### src/rtl/irq_prio_pkg.sv
package irq_prio_pkg;

  typedef enum logic [1:0] {
    PRIV_USER  = 2'd0,
    PRIV_SUPER = 2'd1,
    PRIV_MACH  = 2'd3
  } priv_e;

  // machine-level gate: open below machine mode, or in machine mode with its enable
  function automatic logic mach_gate_open(input logic [1:0] priv, input logic gie);
    return (priv != PRIV_MACH) || gie;
  endfunction

  // supervisor-level gate: open in user mode, or in supervisor mode with its enable
  function automatic logic super_gate_open(input logic [1:0] priv, input logic gie);
    return (priv == PRIV_USER) || ((priv == PRIV_SUPER) && gie);
  endfunction

endpackage

### src/rtl/irq_gate.sv
module irq_gate
  import irq_prio_pkg::*;
#(
  parameter int VEC_W = 16
) (
  input  logic [VEC_W-1:0] pend_i,
  input  logic [VEC_W-1:0] en_i,
  input  logic [VEC_W-1:0] deleg_i,
  input  logic [1:0]       priv_i,
  input  logic             m_gie_i,
  input  logic             s_gie_i,
  output logic [VEC_W-1:0] cand_o,
  output logic             m_live_o,
  output logic             s_live_o,
  output logic [VEC_W-1:0] surv_o
);
  always_comb begin
    cand_o   = pend_i & en_i;
    m_live_o = mach_gate_open(priv_i, m_gie_i);
    s_live_o = super_gate_open(priv_i, s_gie_i);
  end

  for (genvar i = 0; i < VEC_W; i++) begin : g_bit
    assign surv_o[i] = cand_o[i] & (deleg_i[i] ? s_live_o : m_live_o);
  end
endmodule

### src/rtl/irq_lowest_pick.sv
module irq_lowest_pick #(
  parameter int VEC_W   = 16,
  parameter int CAUSE_W = $clog2(VEC_W)
) (
  input  logic [VEC_W-1:0]   vec_i,
  output logic               any_o,
  output logic [CAUSE_W-1:0] idx_o
);
  always_comb begin
    any_o = |vec_i;
    idx_o = '0;
    for (int i = VEC_W - 1; i >= 0; i--) begin
      if (vec_i[i]) idx_o = CAUSE_W'(i);
    end
  end
endmodule

### src/rtl/irq_out_stage.sv
module irq_out_stage #(
  parameter int CAUSE_W = 4,
  parameter bit OUT_REG = 1'b0
) (
  input  logic               clk,
  input  logic               rst_n,
  input  logic               take_i,
  input  logic [CAUSE_W-1:0] cause_i,
  output logic               take_o,
  output logic [CAUSE_W-1:0] cause_o
);
  if (OUT_REG) begin : g_reg
    always_ff @(posedge clk or negedge rst_n) begin
      if (!rst_n) begin
        take_o  <= 1'b0;
        cause_o <= '0;
      end else begin
        take_o  <= take_i;
        cause_o <= cause_i;
      end
    end
  end else begin : g_comb
    assign take_o  = take_i;
    assign cause_o = cause_i;
  end
endmodule

### src/rtl/irq_prio_select.sv
module irq_prio_select #(
  parameter int VEC_W   = 16,
  parameter bit OUT_REG = 1'b0,
  localparam int CAUSE_W = $clog2(VEC_W)
) (
  input  logic               clk,
  input  logic               rst_n,
  input  logic [VEC_W-1:0]   pend_i,
  input  logic [VEC_W-1:0]   en_i,
  input  logic [VEC_W-1:0]   deleg_i,
  input  logic [1:0]         priv_i,
  input  logic               m_gie_i,
  input  logic               s_gie_i,
  output logic               take_o,
  output logic [CAUSE_W-1:0] cause_o
);
  logic [VEC_W-1:0]   cand_w;
  logic [VEC_W-1:0]   surv_w;
  logic               m_live_w;
  logic               s_live_w;
  logic               sel_take_w;
  logic [CAUSE_W-1:0] sel_cause_w;

  irq_gate #(.VEC_W(VEC_W)) u_gate (
    .pend_i  (pend_i),
    .en_i    (en_i),
    .deleg_i (deleg_i),
    .priv_i  (priv_i),
    .m_gie_i (m_gie_i),
    .s_gie_i (s_gie_i),
    .cand_o  (cand_w),
    .m_live_o(m_live_w),
    .s_live_o(s_live_w),
    .surv_o  (surv_w)
  );

  irq_lowest_pick #(.VEC_W(VEC_W), .CAUSE_W(CAUSE_W)) u_pick (
    .vec_i(surv_w),
    .any_o(sel_take_w),
    .idx_o(sel_cause_w)
  );

  irq_out_stage #(.CAUSE_W(CAUSE_W), .OUT_REG(OUT_REG)) u_out (
    .clk    (clk),
    .rst_n  (rst_n),
    .take_i (sel_take_w),
    .cause_i(sel_cause_w),
    .take_o (take_o),
    .cause_o(cause_o)
  );
endmodule

### config.mk
export PLATFORM = sky130hd
export DESIGN_NAME = irq_prio_select
export DESIGN_NICKNAME = d
export VERILOG_FILES = /design/src/rtl/irq_prio_pkg.sv /design/src/rtl/irq_gate.sv /design/src/rtl/irq_lowest_pick.sv /design/src/rtl/irq_out_stage.sv /design/src/rtl/irq_prio_select.sv
export SDC_FILE = /design/constraint.sdc
export NUM_CORES = 1
export LEC_CHECK = 0
export BUFFER_PORTS_ARGS = -buffer_cell sky130_fd_sc_hd__buf_2
export CAP_MARGIN = 25
export CORE_MARGIN = 5
export CORE_UTILIZATION = 37
export DETAILED_ROUTE_END_ITERATION = 12
export PLACE_DENSITY = 0.81
export RECOVER_POWER = 25
export SLEW_MARGIN = 40
export SYNTH_ARGS = -nofsm -noshare
export SYNTH_HDL_FRONTEND = slang
export SYNTH_SLANG_ARGS = --single-unit
### constraint.sdc
create_clock -name vclk -period 1.3
set_input_delay 0.065 -clock vclk [all_inputs]
set_output_delay 0.065 -clock vclk [all_outputs]
set_load 0.1 [all_outputs]
; ---- After elaboration in Yosys (flattened, before gate mapping)
; Index checks and enable logic that the tools add are counted.
[word_totals]
regBits = 0
input_bits = 54
out_inout_bits = 5
word_cells = 56
[classes]
n_eq_ne = 2
n_mux = 32
bitwise_logic = 17
reduce_logical = 5
[op_table]
columns = operator, n
row1 = 4-bit 2-to-1 mux, 16
row2 = 1-bit AND, 16
row3 = 16-bit AND, 1
row4 = 1-bit 2-to-1 mux, 16
row5 = 16-bit OR reduction, 1
row6 = 2-bit by 1-bit equality test with 1-bit output (second input constant), 1
row7 = 2-bit logical NOT, 1
row8 = 1-bit logical OR, 2
row9 = 2-bit inequality test (second input constant), 1
row10 = 1-bit logical AND, 1

; ---- Longest topological paths before layout
[depth]
depth_word = 21
mapped_depth = 7

; ---- Cells and area by module
; A second synthesis with hierarchy kept.
[hier_totals]
hier_cells = 113
area_unflattened_um2 = 833.3
[by_module_without_submodules]
columns = module, instances, cells_per_inst, area_per_inst_um2
row1 = irq_gate, 1, 74, 619.3
row2 = irq_lowest_pick, 1, 34, 176.4
row3 = irq_out_stage, 1, 5, 37.5

; ---- Worst setup path before layout
; No wires, ideal clock.
[synth_path]
path_kind = input -> output
startpoint = input port m_gie_i
endpoint = output port cause_o[3]
t_arrival_ps = 2444
t_required_ps = 1235
slack_ps = -1209
cell_stages = 6
n_path_buf = 1
cell_sequence = nand3b_1 buf_2 a22oi_1 and2_1 nand2_1 a21oi_1
[synth_between]
elab_chain_len = 19
[synth_rtl]
columns = element, line_no
row1 = start: declaration, irq_prio_select.sv:12  ; input logic m_gie_i,
row2 = 1-bit logical OR (*), irq_prio_pkg.sv:11  ; return (priv != PRIV_MACH) || gie;
row3 = 1-bit 2-to-1 mux, irq_gate.sv:24  ; assign surv_o[i] = cand_o[i] & (deleg_i[i] ? s_live_o : m_live_o);
row4 = 1-bit AND, irq_gate.sv:24
row5 = 4-bit 2-to-1 mux (15 in series), irq_lowest_pick.sv:13  ; if (vec_i[i]) idx_o = CAUSE_W'(i);
row6 = 4-bit 2-to-1 mux (*), irq_lowest_pick.sv:13
row7 = end: declaration, irq_prio_select.sv:15  ; output logic [CAUSE_W-1:0] cause_o
; Every way passes the cells marked *; elsewhere a longest branch is shown, timed or not.

; ---- Worst setup path after layout
[layout_path]
startpoint = input port deleg_i[8]
endpoint = output port cause_o[3]
[layout_between]
elab_chain_len = 11
[layout_rtl]
columns = element, line_no
row1 = start: declaration, irq_prio_select.sv:10  ; input logic [VEC_W-1:0] deleg_i,
row2 = 1-bit 2-to-1 mux, irq_gate.sv:24
row3 = 1-bit AND, irq_gate.sv:24
row4 = 4-bit 2-to-1 mux (9 in series), irq_lowest_pick.sv:13
; Every way passes these cells.

==> impl_metrics.env <==
export IMPL_max_freq_mhz=574
export IMPL_status="complete, but fails checks"
export IMPL_hold_viol=0
export IMPL_dieArea_sq_um=2870
export IMPL_area_growth_pct=120
export IMPL_violations="negative setup slack"
export IMPL_min_path_type="primary input to output port"
export IMPL_setup_violations=5
export IMPL_busiest_layer="met2"
export IMPL_cts_hold_buf=0
export IMPL_synth_nets=179
export IMPL_crit_top_cell="buf_4"
export IMPL_peakVddDrop_mv=0.453
export IMPL_ys_types=30
export IMPL_grt_max_degree=7
export IMPL_drc=0
export IMPL_power_per_cell_area_nw_per_um2=564
export IMPL_dpl_cell_area_sq_um=1350
export IMPL_syn_avg_cell_area_sq_um=5.62
export IMPL_critPathLaunchType="primary input"
export IMPL_syn_inst=125
export IMPL_cp_required_ns=1.24
export IMPL_worstPathCellList="buf_2 -> buf_4 -> o22ai_1 -> o21a_1 -> a21oi_2 -> buf_4 -> buf_4 -> a21oi_2 -> buf_12"
export IMPL_p_leak_uw=0.000732
export IMPL_synth_top_area_cell="nand2_1"
export IMPL_timing_slew_headroom=0.666
export IMPL_cap_violations=0
export IMPL_worst_pin_slew_ns=0.501
export IMPL_start_util=0.398
export IMPL_netlist_area_sq_um=702
export IMPL_synth_commonest_cells="nand2_1 (24), nand3_1 (17), a21oi_1 (11), nor2_1 (11), o22ai_1 (10)"
export IMPL_critPathMaxFanout=3
export IMPL_regArea_sq_um=0
export IMPL_drtPass1Iterations=4
export IMPL_grt_pass1_vias=1418
export IMPL_slew_viol_final=0
export IMPL_fin_nets=272
export IMPL_vias=1529
export IMPL_rows=15
export IMPL_dp_cells=235
export IMPL_fin_setup_tns_ns=-1.85
export IMPL_port_buffers=57
export IMPL_cp_end_kind="output port"
export IMPL_crit_type="primary input to output port"
export IMPL_via_per_inst=6.34
export IMPL_num_io_pins=59
export IMPL_fin_crit_sh=1.34
export IMPL_met2_usage=0.496
export IMPL_stdcell_count=241
export IMPL_grt_use_met1=0.282
export IMPL_synth_top_area_share=0.128
export IMPL_grt_use_total=0.267
export IMPL_ant_nets=0
export IMPL_drtIter0Drc=60
export IMPL_place_congestion=0.932
export IMPL_seq_area_frac_synth=0
export IMPL_wl_microns=4190
export IMPL_use_met3=0.0443
export IMPL_design_core_area_sq_um=1760
export IMPL_antenna_cells=0
export IMPL_cp_arrival_ns=1.68
export IMPL_die_x_microns=53.6
export IMPL_grt_first_pass_wirelength_microns=5870
export IMPL_drive_above_1_share=0.542
export IMPL_critPathSlowestCell="o22ai_1"
export IMPL_ys_warn_count=0
export IMPL_seq_cell_count=0
export IMPL_rsz0062_at_grt="true"
export IMPL_die_h_microns=53.6
export IMPL_finalWorstSetupSlack_ns=-0.443
export IMPL_cpPeakStageDelay_ns=0.42
export IMPL_yosys_top_cells_area="nand2_1 (13%), nand3_1 (12%), o22ai_1 (8.9%)"
export IMPL_place_ws_ns=-0.587
export IMPL_hpwlAfterDp_microns=2780
export IMPL_final_area_sq_um=1550
export IMPL_fin_crit_ns=1.74
export IMPL_whs_ns=0.726
export IMPL_nClkBuffers=0
export IMPL_post_drt_wl_per_cell_microns=17.4
export IMPL_grt_overflow=0
export IMPL_antenna_found_initial=0
export IMPL_yosysMostFrequentCell="nand2_1"
## cells by family (layout without fill, tap and decap cells)
| logic type | count (synthesis) | count (layout) | synth area share |
|---|---|---|---|
| AOI/OAI and AO/OA | 59 | 59 | 0.558 |
| and+or+nand+nor | 62 | 62 | 0.415 |
| buffers and inverters | 4 | 95 | 0.0267 |
## cell usage in the layout (no fill, tap or decap), types with 3 or more instances in the layout
cell type   n
nand2_1    24
a21oi_1     8
buf_2      50
a22oi_2     3
o22ai_1    10
a21oi_2     3
buf_6       8
nand3_1    17
buf_12      5
o21ai_0     9
buf_4      31
nor2_1      8
## where the power goes
part | total [uW] | switching (uW) | internal [uW]
clock network | 0 | 0 | 0
registers | 0 | 0 | 0
logic | 872 | 492 | 380
## routing by layer
metal | part of all wire | vias up
li1 | - | 683
met1 | 0.35 | 689
met2 | 0.49 | 124
met3 | 0.10 | 33
met4 | 0.062 | 0
met5 | 0 | -
## worst paths after layout
| kind | from | depth (start not counted) | to |
|---|---|---|---|
| min | en_i[0] | 5 | cause_o[0] |
| max | deleg_i[8] | 9 | cause_o[3] |
## worst max-delay path, delay by kind of cell
kind                   cells  cell delay, ns
buffers and inverters      5            0.68
AOI/OAI and AO/OA          4            0.92
## what timing repair did
action | in CTS | in global routing
pin swaps | 7 | 8
setup buffers | 4 | 2
resized for setup | 21 | 10
setup endpoints to repair | 5 | 5
## stage by stage
step | utilization | power, uW
floorplan | - | 421
global placement | 0.762 | 724
detailed placement | 0.762 | 740
CTS | 0.831 | 802
global route | 0.876 | 907
finish | 0.876 | 872
## final cells by class
class | count | area (sq um)
inverters | 1 | 3.75
fillers | 106 | 219
repair buffers | 94 | 673
multi-input cells | 121 | 837
well taps | 25 | 31.3
Note: power is estimated with default switching activity, not from simulation.
